[src/rtl/mix_ctl_pkg.sv]
package mix_ctl_pkg;
  localparam int unsigned DATA_W = 16;
  localparam int unsigned IDX_W  = 7;
  localparam int unsigned ATT_W  = 5;
  localparam int unsigned FLD_W  = ATT_W + 1;
  localparam int unsigned MUTE_BIT = 15;
  localparam int unsigned L_LSB    = 8;
  localparam int unsigned R_LSB    = 0;
  localparam int unsigned NUM_VOL  = 2;

  localparam logic [IDX_W-1:0] IDX_ID     = 7'h00;
  localparam logic [IDX_W-1:0] IDX_VOL_A  = 7'h02;
  localparam logic [IDX_W-1:0] IDX_VOL_B  = 7'h04;

  localparam logic [DATA_W-1:0] CAP_BASE = 16'h0180;
  localparam int unsigned       CAP_HP_BIT = 4;

  typedef struct packed {
    logic             mute;
    logic [ATT_W-1:0] att_l;
    logic [ATT_W-1:0] att_r;
  } vol_t;

  localparam vol_t VOL_DEFAULT = '{mute: 1'b1, att_l: '0, att_r: '0};

  function automatic logic [ATT_W-1:0] sat_code(input logic [FLD_W-1:0] fld);
    return fld[FLD_W-1] ? {ATT_W{1'b1}} : fld[ATT_W-1:0];
  endfunction

  function automatic logic [DATA_W-1:0] vol_pack(input vol_t v);
    logic [DATA_W-1:0] w;
    w = '0;
    w[MUTE_BIT]          = v.mute;
    w[L_LSB +: ATT_W]    = v.att_l;
    w[R_LSB +: ATT_W]    = v.att_r;
    return w;
  endfunction
endpackage

[src/rtl/mix_vol_reg.sv]
module mix_vol_reg
  import mix_ctl_pkg::*;
(
  input  logic             clk_i,
  input  logic             rst_ni,
  input  logic             soft_rst_i,
  input  logic             wr_en_i,
  input  logic             mute_i,
  input  logic [FLD_W-1:0] fld_l_i,
  input  logic [FLD_W-1:0] fld_r_i,
  output vol_t             q_o
);
  vol_t q;

  always_ff @(posedge clk_i or negedge rst_ni) begin
    if (!rst_ni) begin
      q <= VOL_DEFAULT;
    end else if (soft_rst_i) begin
      q <= VOL_DEFAULT;
    end else if (wr_en_i) begin
      q.mute  <= mute_i;
      q.att_l <= sat_code(fld_l_i);
      q.att_r <= sat_code(fld_r_i);
    end
  end

  assign q_o = q;
endmodule

[src/rtl/mix_rd_mux.sv]
module mix_rd_mux
  import mix_ctl_pkg::*;
(
  input  logic [IDX_W-1:0]  idx_i,
  input  logic              hp_cfg_i,
  input  vol_t              vol_a_i,
  input  vol_t              vol_b_i,
  output logic [DATA_W-1:0] rdata_o
);
  always_comb begin
    rdata_o = '0;
    unique case (idx_i)
      IDX_ID: begin
        rdata_o = CAP_BASE;
        rdata_o[CAP_HP_BIT] = hp_cfg_i;
      end
      IDX_VOL_A: rdata_o = vol_pack(vol_a_i);
      IDX_VOL_B: rdata_o = hp_cfg_i ? vol_pack(vol_b_i) : '0;
      default:   rdata_o = '0;
    endcase
  end
endmodule

[src/rtl/mix_path_map.sv]
module mix_path_map
  import mix_ctl_pkg::*;
(
  input  logic hp_cfg_i,
  input  vol_t vol_a_i,
  input  vol_t vol_b_i,
  output vol_t line_o,
  output vol_t hp_o
);
  always_comb begin
    if (hp_cfg_i) begin
      line_o = vol_a_i;
      hp_o   = vol_b_i;
    end else begin
      // line path has no controlling register in this configuration
      line_o = VOL_DEFAULT;
      hp_o   = vol_a_i;
    end
  end
endmodule

[src/rtl/mix_ctl_bank.sv]
module mix_ctl_bank
  import mix_ctl_pkg::*;
(
  input  logic              clk_i,
  input  logic              rst_ni,
  input  logic              hp_cfg_i,
  input  logic              req_valid_i,
  input  logic              req_we_i,
  input  logic [IDX_W-1:0]  req_idx_i,
  input  logic [DATA_W-1:0] req_wdata_i,
  output logic [DATA_W-1:0] rd_data_o,
  output logic              line_mute_o,
  output logic [ATT_W-1:0]  line_att_l_o,
  output logic [ATT_W-1:0]  line_att_r_o,
  output logic              hp_mute_o,
  output logic [ATT_W-1:0]  hp_att_l_o,
  output logic [ATT_W-1:0]  hp_att_r_o
);
  localparam logic [IDX_W-1:0] VOL_IDX [NUM_VOL] = '{IDX_VOL_A, IDX_VOL_B};

  logic              wr_req;
  logic              soft_rst;
  logic [NUM_VOL-1:0] vol_wr;
  vol_t              vol_q [NUM_VOL];
  vol_t              line_v, hp_v;
  logic [DATA_W-1:0] rd_comb;
  logic [DATA_W-1:0] rd_q;
  logic              unused_wbits;

  assign wr_req   = req_valid_i && req_we_i;
  assign soft_rst = wr_req && (req_idx_i == IDX_ID);
  assign unused_wbits = ^{req_wdata_i[14], req_wdata_i[7:6]};

  for (genvar i = 0; i < NUM_VOL; i++) begin : g_vol
    // register B is read-only zero when headphone config is low
    if (i == 1) begin : g_gated
      assign vol_wr[i] = wr_req && (req_idx_i == VOL_IDX[i]) && hp_cfg_i;
    end else begin : g_plain
      assign vol_wr[i] = wr_req && (req_idx_i == VOL_IDX[i]);
    end

    mix_vol_reg u_vol (
      .clk_i      (clk_i),
      .rst_ni     (rst_ni),
      .soft_rst_i (soft_rst),
      .wr_en_i    (vol_wr[i]),
      .mute_i     (req_wdata_i[MUTE_BIT]),
      .fld_l_i    (req_wdata_i[L_LSB +: FLD_W]),
      .fld_r_i    (req_wdata_i[R_LSB +: FLD_W]),
      .q_o        (vol_q[i])
    );
  end

  mix_rd_mux u_rd (
    .idx_i    (req_idx_i),
    .hp_cfg_i (hp_cfg_i),
    .vol_a_i  (vol_q[0]),
    .vol_b_i  (vol_q[1]),
    .rdata_o  (rd_comb)
  );

  always_ff @(posedge clk_i or negedge rst_ni) begin
    if (!rst_ni)                        rd_q <= '0;
    else if (req_valid_i && !req_we_i)  rd_q <= rd_comb;
  end

  mix_path_map u_map (
    .hp_cfg_i (hp_cfg_i),
    .vol_a_i  (vol_q[0]),
    .vol_b_i  (vol_q[1]),
    .line_o   (line_v),
    .hp_o     (hp_v)
  );

  assign rd_data_o    = rd_q;
  assign line_mute_o  = line_v.mute;
  assign line_att_l_o = line_v.att_l;
  assign line_att_r_o = line_v.att_r;
  assign hp_mute_o    = hp_v.mute;
  assign hp_att_l_o   = hp_v.att_l;
  assign hp_att_r_o   = hp_v.att_r;
endmodule

[config.mk]
export PLATFORM = sky130hd
export DESIGN_NAME = mix_ctl_bank
export DESIGN_NICKNAME = d
export VERILOG_FILES = /design/src/rtl/mix_ctl_pkg.sv /design/src/rtl/mix_vol_reg.sv /design/src/rtl/mix_rd_mux.sv /design/src/rtl/mix_path_map.sv /design/src/rtl/mix_ctl_bank.sv
export SDC_FILE = /design/constraint.sdc
export NUM_CORES = 1
export LEC_CHECK = 0
export BUFFER_PORTS_ARGS = -buffer_cell sky130_fd_sc_hd__clkbuf_2
export CORE_UTILIZATION = 50
export CTS_CLUSTER_SIZE = 28
export DETAILED_ROUTE_END_ITERATION = 8
export MAX_ROUTING_LAYER = met4
export PLACE_DENSITY = 0.83
export RECOVER_POWER = 25
export SETUP_SLACK_MARGIN = 0.02
export SYNTH_ARGS = -nofsm -noshare
export SYNTH_HDL_FRONTEND = slang
export SYNTH_SLANG_ARGS = --single-unit
[constraint.sdc]
create_clock -name clk_i -period 2.1 [get_ports clk_i]
set_input_delay 0.63 -clock clk_i [delete_from_list [all_inputs] [get_ports clk_i]]
set_output_delay 0.63 -clock clk_i [all_outputs]
set_load 0.01 [all_outputs]
======== Word level (Yosys, flattened, before mapping) ========
Index checks and enable logic that the tools add are counted.
cells by class
  equal/unequal tests ..................... 2
  multiplexer cells ....................... 10
  reduce and logical (&&, ||, !) cells .... 10
operators by type and width
  cell                  number
  $mux W11              6
  $pmux W16 S3          1
  $mux W16              1
  $mux W5               2
  $eq A7 B2 Y1 const B  1
  $eq A7 B3 Y1 const B  1
  $logic_not A7 Y1      1
  $logic_and A1 B1 Y1   6
  $reduce_bool A2 Y1    2
  $logic_not A1 Y1      1
word-level totals
  bits in registers ....................... 38
  input port bits ......................... 28
  output and inout port bits .............. 38
  word-level logic and storage cells ...... 29

======== Longest topological paths before layout ========
Gate-level depths: netlist of run 1.
  depth after elaboration ................. 5
  depth in mapped cells ................... 5

======== By module ========
From an unflattened synthesis of run 1, not the netlist that was laid out.
unflattened totals
  cells, all modules ...................... 199
  area total of the unflattened synthesis .. 2,228.4 um^2
modules (own cells, without submodules)
  module        instances  cells an instance  area each (um^2)  sequential area each (um^2)
  mix_vol_reg   2          46                 510.5             276.5
  mix_ctl_bank  1          43                 720.7             400.4
  mix_rd_mux    1          40                 244.0             0.0
  mix_path_map  1          24                 242.7             0.0

======== Worst setup path before layout of run 1 ========
Ideal clock, no wire load.
  path kind ............................... in2out
  start ................................... input hp_cfg_i
  end ..................................... output hp_att_l_o[4]
  data arrival time ....................... 1,378 ps
  path slack .............................. 92 ps
  cell stages on the path ................. 4
  buffers on the path ..................... 2
  cells stage by stage .................... clkbuf_1 -> buf_1 -> nand2_1 -> o21ai_1
between the ends
  longest elaborated chain between the ends .. 1
ends and longest elaborated chain
  what             line                source
  start, declared  mix_ctl_bank.sv:6   input logic hp_cfg_i,
  $mux W11         mix_path_map.sv:11  if (hp_cfg_i) begin
  end, declared    mix_ctl_bank.sv:16  output logic [ATT_W-1:0] hp_att_l_o,
No other way between the ends.

======== Final worst setup path of run 1 ========
  start ................................... input hp_cfg_i
  end ..................................... output hp_att_r_o[3]
between the ends
  longest elaborated chain between the ends .. 1
ends and longest elaborated chain
  what           line                source
  $mux W11       mix_path_map.sv:11
  end, declared  mix_ctl_bank.sv:17  output logic [ATT_W-1:0] hp_att_r_o
No other way between the ends.

==> qor.yml, run 1 <==
outcome:
  status: "finished, final reports clean"
worst_setup_path:
  required_ns: 1.47
  cp_data_arrival_time_ns: 1.32
  end_kind: "output port"
  regToRegSetupSlack_ns: 0.97
  reg2reg_to: "rd_data_o[15]$_DFFE_PN0P_"
  slowest_stage_delay_cp_ns: 0.20
  timing.setup.critical_path_class: "input port to output port"
  cp-start-kind: "input port"
  critical_path.cell_chain: "clkbuf_2, buf_4, o21ai_0, clkbuf_2"
  critPathMostFrequentCell: "sky130_fd_sc_hd__clkbuf_2"
  critical-path-slowest-cell: "sky130_fd_sc_hd__buf_4"
  largest_fanout_on_the_critical_path: 15
  r2r_cells: 3
  critical_path.reg2reg.startpoint: "g_vol[0].u_vol.q_o[10]$_DFFE_PN1P_"
synthesis:
  sequential_element_share_of_the_synthesized_area_pct: 42.92
  synth_cells: 228
  synth.cell_area_um2: 1988
  synthMostInstantiatedCell: "sky130_fd_sc_hd__nand2_1"
  synth_commonest_cells: "34 x sky130_fd_sc_hd__nand2_1, 32 x sky130_fd_sc_hd__dfrtp_1, 26 x sky130_fd_sc_hd__o21ai_1"
  yosys.area.top_type_share_pct: 40.28
  yosys_warnings: 0
  yosysUniqueCellTypes: 35
  synth-async-reset-ratio_pct: 100.0
  synth.avg_cell_area_um2: 8.720
  dominantRegCellSynth: "sky130_fd_sc_hd__dfrtp_1"
  synth.area.top_cells: "sky130_fd_sc_hd__dfrtp_1 40%, sky130_fd_sc_hd__o21ai_1 6.5%, sky130_fd_sc_hd__nand2_1 6.4%"
  flip_flop_and_latch_count_after_synthesis: 34
  synth-edff-count: 0
  synth.largest_area_cell: "sky130_fd_sc_hd__dfrtp_1"
global_routing:
  grt_max_degree: 35
  globalRoute.totalOverflow: 0
  grt_pass1_vias: 1675
  grt.total_usage_pct: 25.79
  initial_antenna_violation_count: 0
  grt_first_pass_wirelength_um: 7969
clock_tree:
  cts.sink_count: 34
  cts_hold_repair.buffers: 0
  post_cts_buffers: 0
  cts-htree-levels: 2
  clk_pin_slew_ns: 0.06
  clk-insertion-delay-late_ns: 0.29
  clockBufferDepth: 2
  cts_repair_resize_count: 0
  clk_root_buffer_cell: "sky130_fd_sc_hd__clkbuf_8"
  cts_tree: "yes"
  cts-buffers-inserted: 5
sta:
  fin_crit_sh_pct: 92.80
  slew_viol_final: 0
  unrepaired_setup_endpoints_after_global_routing: "no"
  setup_violations: 0
  worst_slew_margin_rel_pct: 44.75
  postLayoutSetupSlackWorst_ns: 0.1513
  clock.fmax_mhz: 513.2
  layout_min_cycle_time_ns: 1.949
  worst_hold_slack_ns: 0.4847
  setup_skew_after_layout_ns: 0.009161
  worst_slew_pin_tran_ns: 0.8288
  final_hold_vio_count: 0
drt:
  vias: 1862
  viasPerCell: 5.558
  drt_drc_violations_left: 0
  drt_first_pass_iters: 4
  drt_iter0_markers: 96
  final_antenna_net_count: 0
  wl_per_cell_um: 14.35
  wl_um: 4807
pwr:
  p_total_mw: 1.435
  power_density_nw_per_um2: 591.4
  max-vdd-ir-drop_mv: 0.4267
  leakagePower_nw: 1.110
floorplan:
  core-area_um2: 3744
  fp.dieArea_um2: 4233
  die-width_um: 65.06
  die_height_um: 65.06
  io_pins: 66
  initial_core_utilization_pct: 53.11
  std_cell_rows: 22
placement:
  dpl_worst_slack_ns: -0.05219
  dpl.hpwl_um: 3533
  gp_congestion: 0.8375
  port_buffers: 58
hold_path:
  hold-path-cell-count: 2
  holdCritPathClass: "flop to flop"
  hold_path.startpoint: "rd_data_o[7]$_DFFE_PN0P_"
  timing.hold.worst_endpoint: "rd_data_o[7]$_DFFE_PN0P_"
final_layout:
  antenna_cells_inserted: 0
  fill_cell_total_of_the_finished_layout: 345
  area_growth_pct: 22.03
  final_net_count: 314
  final_core_utilization_pct: 64.81
  post_route_cells_drive_above_1_share_pct: 28.57
flow_run:
  max-cap-violations: 0
layout by cell type, fill, tap and decap left out, types with 9 or more instances in the layout:
cell	count
sky130_fd_sc_hd__clkbuf_2	59
sky130_fd_sc_hd__nand2_1	34
sky130_fd_sc_hd__dfrtp_1	32
sky130_fd_sc_hd__o21ai_1	26
sky130_fd_sc_hd__o21ai_0	16
sky130_fd_sc_hd__inv_1	13
sky130_fd_sc_hd__buf_4	12
sky130_fd_sc_hd__and2_1	10
sky130_fd_sc_hd__nor4bb_1	10
sky130_fd_sc_hd__mux2i_1	10
sky130_fd_sc_hd__nor2_1	10
sky130_fd_sc_hd__o311ai_1	10
sky130_fd_sc_hd__a22oi_1	9
sequential cells by signal, summed over array words and instances (netlist names):
register         flops
rd_data_o           12
g_vol.u_vol.q_o     22
worst max-delay path by stage:
stage / to / slack [ns] / startpoint / cells past startpoint
after floorplan: hp_att_l_o[4] / 0.09 / hp_cfg_i / 4
after global placement: g_vol[0].u_vol.q_o[2]$_DFFE_PN0P_ / -0.01 / req_idx_i[0] / 5
after detailed placement: g_vol[0].u_vol.q_o[5]$_DFFE_PN0P_ / -0.05 / req_idx_i[0] / 5
after CTS: hp_att_r_o[3] / 0.14 / hp_cfg_i / 4
after global routing: hp_att_r_o[4] / 0.08 / hp_cfg_i / 4
final: hp_att_r_o[3] / 0.15 / hp_cfg_i / 4
logic make-up after synthesis:
kind of cell / synth area share [%]
buffers and inverters: 8.433
other: 0.1886
multiplexers: 6.168
AO/OA/AOI/OAI: 20.45
flip-flops: 42.92
AND/OR/NAND/NOR: 21.84
metal layers:
| metal | GRT usage [%] | wire, um | vias up | share of wire [%] |
|---|---|---|---|---|
| li1 | - | - | 912 | - |
| met1 | 34.65 | 2115 | 864 | 44 |
| met2 | 38.80 | 2297 | 81 | 48 |
| met3 | 6.162 | 350 | 5 | 7.3 |
| met4 | 7.609 | 42 | 0 | 0.87 |
| met5 | - | 0 | - | 0 |
critical path, delay by kind of cell:
| kind | cells | cell delay, ns |
|---|---|---|
| AOI/OAI and AO/OA | 1 | 0.19 |
| buffers and inverters | 3 | 0.49 |
final cells by class:
| cell class | instances | area (um^2) | share of cell area, % |
|---|---|---|---|
| Clock buffer | 8 | 80.08 | 3.301 |
| Tap cell | 48 | 60.06 | 2.475 |
| Multi-Input combinational cell | 160 | 978.4 | 40.33 |
| Timing Repair Buffer | 72 | 405.4 | 16.71 |
| Sequential cell | 34 | 853.3 | 35.17 |
| Inverter | 13 | 48.80 | 2.011 |
where the power goes:
group,internal (mW),leakage [nW],switching (mW)
clock,0.235,0.0395,0.230
combinational,0.113,0.700,0.149
sequential,0.683,0.371,0.0243
total,1.03,1.11,0.403
metrics by stage:
step | std cells | instance area, um^2 | TNS [ns]
after CTS | 335 | 2429 | 0
after floorplan | 231 | 1999 | 0
after detailed placement | 327 | 2349 | -0.4655
final | 335 | 2426 | 0
after global routing | 335 | 2426 | 0
after global placement | 327 | 2349 | -0.08682
No activity file was read; power rests on OpenSTA's default activity.
==> inputs of run 2 (changes only) <==
--- a/config.mk
+++ b/config.mk
@@ -6,13 +6,14 @@
 export NUM_CORES = 1
 export LEC_CHECK = 0
 export BUFFER_PORTS_ARGS = -buffer_cell sky130_fd_sc_hd__clkbuf_2
-export CORE_UTILIZATION = 50
+export CORE_UTILIZATION = 52
 export CTS_CLUSTER_SIZE = 28
 export DETAILED_ROUTE_END_ITERATION = 8
 export MAX_ROUTING_LAYER = met4
-export PLACE_DENSITY = 0.83
+export PLACE_DENSITY = 0.84
 export RECOVER_POWER = 25
-export SETUP_SLACK_MARGIN = 0.02
+export SETUP_SLACK_MARGIN = 0.4
 export SYNTH_ARGS = -nofsm -noshare
 export SYNTH_HDL_FRONTEND = slang
+export SYNTH_HIERARCHICAL = 1
 export SYNTH_SLANG_ARGS = --single-unit
==> run 2 against run 1 <==
Critical path depth is 5 higher. Final cell count grew 1.2%. Largest power group unchanged. Sequential cell count rose by 4. Setup slack lost 0.086 ns. Design area up 47%. Critical endpoint is now g_vol[1].u_vol/q_o[9]$_DFFE_PN0P_. Total power is 29% higher. Register-to-register slack got worse by 0.17 ns. Via count increased by 12%. Maximum frequency fell by 4.2%. Synthesized cell count shrank 13%. Combinational power rose by 57%.
==> qor.yml, run 2 <==
synthesis:
  synthMostInstantiatedCell: "sky130_fd_sc_hd__nor2_1"
  yosysUniqueCellTypes: 29
  synth-edff-count: 0
  synth_commonest_cells: "51 x sky130_fd_sc_hd__nor2_1, 36 x sky130_fd_sc_hd__dfrtp_1, 19 x sky130_fd_sc_hd__mux2_4"
  synth.area.top_cells: "sky130_fd_sc_hd__dfrtp_1 40%, sky130_fd_sc_hd__mux2_4 13%, sky130_fd_sc_hd__a211oi_2 10%"
  synth.largest_area_cell: "sky130_fd_sc_hd__dfrtp_1"
  flip_flop_and_latch_count_after_synthesis: 38
  yosys.area.top_type_share_pct: 40.43
  dominantRegCellSynth: "sky130_fd_sc_hd__dfrtp_1"
  synth-async-reset-ratio_pct: 100.0
  sequential_element_share_of_the_synthesized_area_pct: 42.78
  yosys_warnings: 6
  synth_cells: 199
  synth.cell_area_um2: 2228
  synth.avg_cell_area_um2: 11.20
worst_setup_path:
  r2r_cells: 4
  cp-start-kind: "input port"
  critical_path.reg2reg.startpoint: "g_vol[0].u_vol/q_o[5]$_DFFE_PN0P_"
  end_kind: "flop"
  largest_fanout_on_the_critical_path: 5
  required_ns: 2.30
  reg2reg_to: "rd_data_o[8]$_DFFE_PN0P_"
  cp_data_arrival_time_ns: 2.23
  timing.setup.critical_path_class: "input port to flop"
  regToRegSetupSlack_ns: 0.80
sta:
  layout_min_cycle_time_ns: 2.035
  clock.fmax_mhz: 491.4
  slew_viol_final: 0
  setup_skew_after_layout_ns: 0.002911
  unrepaired_setup_endpoints_after_global_routing: "yes"
  worst_slew_margin_rel_pct: 36.84
  worst_slew_pin_tran_ns: 0.9474
  final_hold_vio_count: 0
  fin_crit_sh_pct: 96.90
  setup_violations: 0
final_layout:
  mostFrequentLayoutCell: "sky130_fd_sc_hd__clkbuf_2"
  antenna_cells_inserted: 0
  fill_cell_total_of_the_finished_layout: 169
  largest_register_ff_count: 22
  post_route_cells_drive_above_1_share_pct: 68.17
  layout.cells.most_common_list: "40 x sky130_fd_sc_hd__clkbuf_2, 36 x sky130_fd_sc_hd__dfrtp_1, 31 x sky130_fd_sc_hd__nor2_1"
  final_net_count: 316
  final_core_utilization_pct: 87.73
  area_growth_pct: 59.74
drt:
  wl_um: 8429
  vias: 2077
  viasPerCell: 6.127
  drt_drc_violations_left: 0
  drt_iter0_markers: 191
  final_antenna_net_count: 0
  wl_per_cell_um: 24.86
  drt_first_pass_iters: 4
global_routing:
  globalRoute.totalOverflow: 0
  initial_antenna_violation_count: 0
  grt_max_degree: 39
  grt.total_usage_pct: 34.45
  grt_first_pass_wirelength_um: 10580
  grt_pass1_vias: 1970
placement:
  port_buffers: 62
  dpl.hpwl_um: 3471
  gp_congestion: 0.8252
hold_path:
  timing.hold.worst_endpoint: "rd_data_o[4]$_DFFE_PN0P_"
  hold_path.startpoint: "rd_data_o[4]$_DFFE_PN0P_"
  hold-path-cell-count: 1
  holdCritPathClass: "flop to flop"
pwr:
  p_total_mw: 1.857
  leakagePower_nw: 1.687
  power_density_nw_per_um2: 521.7
  max-vdd-ir-drop_mv: 0.4557
floorplan:
  die_height_um: 67.46
  std_cell_rows: 23
  die-width_um: 67.46
  core-area_um2: 4058
  fp.dieArea_um2: 4551
  initial_core_utilization_pct: 54.92
  io_pins: 66
clock_tree:
  cts-buffers-inserted: 5
  clk-insertion-delay-late_ns: 0.29
  cts_tree: "yes"
  cts_hold_repair.buffers: 0
  cts.sink_count: 38
  cts-htree-levels: 2
  clockBufferDepth: 2
  clk_pin_slew_ns: 0.08
  clk_root_buffer_cell: "sky130_fd_sc_hd__clkbuf_8"
flow_run:
  max-cap-violations: 0
outcome:
  status: "finished, final reports clean"
## run 2: cell type report
cell class	count	area, um^2	area share [%]
Inverter	2	7.507	0.2109
Sequential cell	38	953.4	26.78
Clock inverter	1	30.03	0.8436
Timing Repair Buffer	96	1066	29.95
Multi-Input combinational cell	145	1364	38.31
Clock buffer	7	76.32	2.144
Tap cell	50	62.56	1.757
## run 2: per-stage QoR
step	cell area, um^2	hold WS (ns)	setup TNS [ns]	worst slack (ns)	cells
6_report	3560	0.5125	0	0.06511	339
5_1_grt	3560	0.5337	0	0.04388	339
4_1_cts	3221	0.4004	0	0.1460	330
3_5_place_dp	2594	0.4984	-0.01912	-0.01818	304
3_3_place_gp	2594	0.4900	0	0.01701	304
2_1_floorplan	2261	0.3344	0	0.2169	202
## run 2: layer usage
metal / GRT usage, % / wire, um / vias to the layer above
met1: 41.28 / 3168 / 1036
met4: 15.43 / 373 / 0
li1: - / - / 874
met5: - / 0 / -
met2: 55.20 / 4255 / 128
met3: 7.432 / 631 / 39
## run 2: worst max-delay path by stage
stage            startpoint                                 end
3_5_place_dp   req_idx_i[3]   g_vol[0].u_vol/q_o[0]$_DFFE_PN0P_
2_1_floorplan  req_idx_i[3]   g_vol[0].u_vol/q_o[0]$_DFFE_PN0P_
5_1_grt        req_idx_i[3]   g_vol[1].u_vol/q_o[7]$_DFFE_PN0P_
4_1_cts            hp_cfg_i                       hp_att_r_o[4]
3_3_place_gp   req_idx_i[3]  g_vol[0].u_vol/q_o[10]$_DFFE_PN1P_
6_report       req_idx_i[3]   g_vol[1].u_vol/q_o[9]$_DFFE_PN0P_
## run 2: worst max-delay path, cell delays in order
cell	delay (ns)
sky130_fd_sc_hd__buf_6	0.09
sky130_fd_sc_hd__or4_4	0.54
sky130_fd_sc_hd__buf_6	0.14
sky130_fd_sc_hd__nor3_4	0.25
sky130_fd_sc_hd__buf_6	0.14
sky130_fd_sc_hd__buf_12	0.11
sky130_fd_sc_hd__buf_12	0.11
sky130_fd_sc_hd__nor2_4	0.03
sky130_fd_sc_hd__a211oi_2	0.18
## run 2: cell families after synthesis
kind of cell           Yosys count  share of synthesized area (%)
and+or+nand+nor                 80                          17.97
buffers and inverters           19                          6.625
other                            1                         0.1683
muxes                           27                          16.84
AOI/OAI and AO/OA               34                          15.61
DFF                             38                          42.78
## run 2: power by group
group | switching [mW] | internal (mW)
Sequential | 0.0587 | 0.776
Clock | 0.256 | 0.356
Combinational | 0.191 | 0.220
## run 2: repair_timing
item	CTS	global route
resized for setup	60	65
gates cloned	8	2
pin swaps	37	9
buffers inserted	10	7
endpoints found under the setup margin	44	53
==> inputs of run 3 (changes only) <==
--- a/config.mk
+++ b/config.mk
@@ -5,6 +5,7 @@
 export SDC_FILE = /design/constraint.sdc
 export NUM_CORES = 1
 export LEC_CHECK = 0
+export ABC_AREA = 1
 export BUFFER_PORTS_ARGS = -buffer_cell sky130_fd_sc_hd__clkbuf_2
 export CORE_UTILIZATION = 52
 export CTS_CLUSTER_SIZE = 28
==> run 3 against run 2 <==
Design area fell by 12%. Area after synthesis rose by 4.6%. Clock skew is 0.0060 ns higher. Critical path type is now input port to output port.
==> qor.yml, run 3 <==
final_layout:
  area_growth_pct: 35.05
  final_core_utilization_pct: 75.97
  post_route_cells_drive_above_1_share_pct: 33.33
  final_net_count: 456
  antenna_cells_inserted: 0
  layout.cells.most_common_list: "149 x sky130_fd_sc_hd__nand2_1, 44 x sky130_fd_sc_hd__clkbuf_2, 39 x sky130_fd_sc_hd__inv_1"
  largest_register_ff_count: 22
  mostFrequentLayoutCell: "sky130_fd_sc_hd__nand2_1"
clock_tree:
  clk-insertion-delay-late_ns: 0.31
  cts.sink_count: 38
  cts-buffers-inserted: 5
  cts-htree-levels: 2
  clk_root_buffer_cell: "sky130_fd_sc_hd__clkbuf_8"
  clk_pin_slew_ns: 0.07
  cts_tree: "yes"
  clockBufferDepth: 2
synthesis:
  yosys_warnings: 6
  synth_adder_area_share_pct: 0
  synth_cells: 356
  dominantRegCellSynth: "sky130_fd_sc_hd__dfrtp_1"
  synth.avg_cell_area_um2: 6.548
  synth.area.top_cells: "sky130_fd_sc_hd__dfrtp_1 39%, sky130_fd_sc_hd__nand2_1 29%, sky130_fd_sc_hd__inv_1 7.9%"
  synth_simple_gate_area_share_pct: 43.26
  synth.mux.area_fraction_pct: 0
  yosys.area.top_type_share_pct: 38.65
  synth-edff-count: 0
  synthMostInstantiatedCell: "sky130_fd_sc_hd__nand2_1"
  sequential_element_share_of_the_synthesized_area_pct: 40.90
  synth_compound_area_share_pct: 1.932
  synth-async-reset-ratio_pct: 100.0
  synth_commonest_cells: "182 x sky130_fd_sc_hd__nand2_1, 49 x sky130_fd_sc_hd__inv_1, 36 x sky130_fd_sc_hd__dfrtp_1"
  post_synth_xor_area_fraction_pct: 0
  combinational_family_with_the_most_area_after_synthesis: "simple AND/OR/NAND/NOR gates"
  yosysUniqueCellTypes: 18
  flip_flop_and_latch_count_after_synthesis: 38
  synth.cell_area_um2: 2331
  synth.largest_area_cell: "sky130_fd_sc_hd__dfrtp_1"
global_routing:
  globalRoute.totalOverflow: 0
  grt_pass1_vias: 2085
  initial_antenna_violation_count: 0
  grt_max_degree: 39
  grt_first_pass_wirelength_um: 8714
  grt.total_usage_pct: 26.02
hold_path:
  hold-path-cell-count: 2
  hold_path.startpoint: "rd_data_o[14]$_DFFE_PN0P_"
  timing.hold.worst_endpoint: "rd_data_o[14]$_DFFE_PN0P_"
  holdCritPathClass: "flop to flop"
worst_setup_path:
  end_kind: "output port"
  critical-path-slowest-cell: "sky130_fd_sc_hd__clkbuf_16"
  critPathMostFrequentCell: "sky130_fd_sc_hd__nand2_2"
  regToRegSetupSlack_ns: 1.08
  critical_path.reg2reg.startpoint: "g_vol[1].u_vol/q_o[10]$_DFFE_PN1P_"
  required_ns: 1.47
  reg2reg_to: "rd_data_o[15]$_DFFE_PN0P_"
  path_buf_inv: 3
  cp-start-kind: "input port"
  cp_data_arrival_time_ns: 1.18
  critical_path.cell_chain: "clkbuf_16, buf_12, nand2_2, nand2_2, clkbuf_2"
  r2r_cells: 4
  path_delay_family: "buffers and inverters"
  timing.setup.critical_path_class: "input port to output port"
  slowest_stage_delay_cp_ns: 0.16
  largest_fanout_on_the_critical_path: 6
sta:
  layout_min_cycle_time_ns: 1.810
  final_hold_vio_count: 0
  setup_skew_after_layout_ns: 0.008931
  worst_slew_margin_rel_pct: 36.96
  slew_viol_final: 0
  unrepaired_setup_endpoints_after_global_routing: "yes"
  setup_violations: 0
  fin_crit_sh_pct: 86.20
  fin_setup_tns_ns: 0
  clock.fmax_mhz: 552.4
  worst_slew_pin_tran_ns: 0.9455
outcome:
  status: "finished, final reports clean"
pwr:
  power_density_nw_per_um2: 525.4
  leakagePower_nw: 1.955
  p_total_mw: 1.654
  max-vdd-ir-drop_mv: 0.4783
drt:
  drt_drc_violations_left: 0
  wl_um: 6315
  vias: 2387
  drt_first_pass_iters: 5
  final_antenna_net_count: 0
  wl_per_cell_um: 13.18
  viasPerCell: 4.983
  drt_iter0_markers: 182
flow_run:
  max-cap-violations: 0
floorplan:
  die-width_um: 68.95
  core-area_um2: 4144
  std_cell_rows: 23
  die_height_um: 68.95
  initial_core_utilization_pct: 56.25
  fp.dieArea_um2: 4754
  io_pins: 66
placement:
  dpl.hpwl_um: 3992
  port_buffers: 62
  gp_congestion: 0.8862
run 3: worst min-delay path: stages, from the launching register on:
cell and delay, ns:
sky130_fd_sc_hd__dfrtp_1 0.35, sky130_fd_sc_hd__nand2_1 0.05, sky130_fd_sc_hd__nand2_1 0.04
run 3: per-stage QoR:
step / hold WS (ns) / instance area [um^2] / worst slack (ns) / instances
floorplan: 0.3344 / 2345 / 0.4287 / 359
global placement: 0.4524 / 2688 / 0.2383 / 467
detailed placement: 0.4576 / 2688 / 0.2077 / 467
CTS: 0.3838 / 2964 / 0.3190 / 479
global route: 0.4933 / 3148 / 0.2759 / 479
finish: 0.4721 / 3148 / 0.2898 / 479
run 3: per-layer routing:
layer / vias to the layer above / GRT usage, % / wire, um
met4: 0 / 13.01 / 98
met5: - / - / 0
met3: 10 / 5.592 / 352
met2: 79 / 42.23 / 3138
met1: 1104 / 30.29 / 2726
li1: 1194 / - / -
run 3: cells by family after synthesis:
| kind of cell | Yosys count |
|---|---|
| flip-flops | 38 |
| other | 1 |
| buffers and inverters | 68 |
| AND/OR/NAND/NOR | 240 |
| AO/OA/AOI/OAI | 9 |
run 3: timing repair:
| action | CTS | global route |
|---|---|---|
| hold buffers | 0 | 0 |
| setup endpoints to repair | 22 | 22 |
| setup buffers | 1 | 0 |
| gates resized for setup | 41 | 63 |
| cloned | 3 | 0 |
| pin swaps | 11 | 2 |
run 3: cell type report:
cell class / count / area [um^2]
Fill cell: 325 / 996.0
Clock buffer: 7 / 86.33
Clock inverter: 1 / 5.005
Multi-Input combinational cell: 253 / 1229
Inverter: 54 / 215.2
Tap cell: 50 / 62.56
Timing Repair Buffer: 76 / 596.8
Sequential cell: 38 / 953.4
run 3: worst max path at each step:
stage / start / to / cells after the start
floorplan: req_valid_i / g_vol[0].u_vol/q_o[0]$_DFFE_PN0P_ / 8
global placement: hp_cfg_i / hp_att_r_o[4] / 5
detailed placement: hp_cfg_i / hp_att_r_o[0] / 5
CTS: hp_cfg_i / hp_att_l_o[0] / 5
global route: hp_cfg_i / hp_att_r_o[1] / 5
finish: hp_cfg_i / hp_att_r_o[1] / 5
run 3: report_power, final:
| part | leakage (nW) | internal [mW] | switching (mW) |
|---|---|---|---|
| registers | 0.513 | 0.770 | 0.0461 |
| logic | 1.39 | 0.134 | 0.178 |
| clock network | 0.0482 | 0.265 | 0.261 |
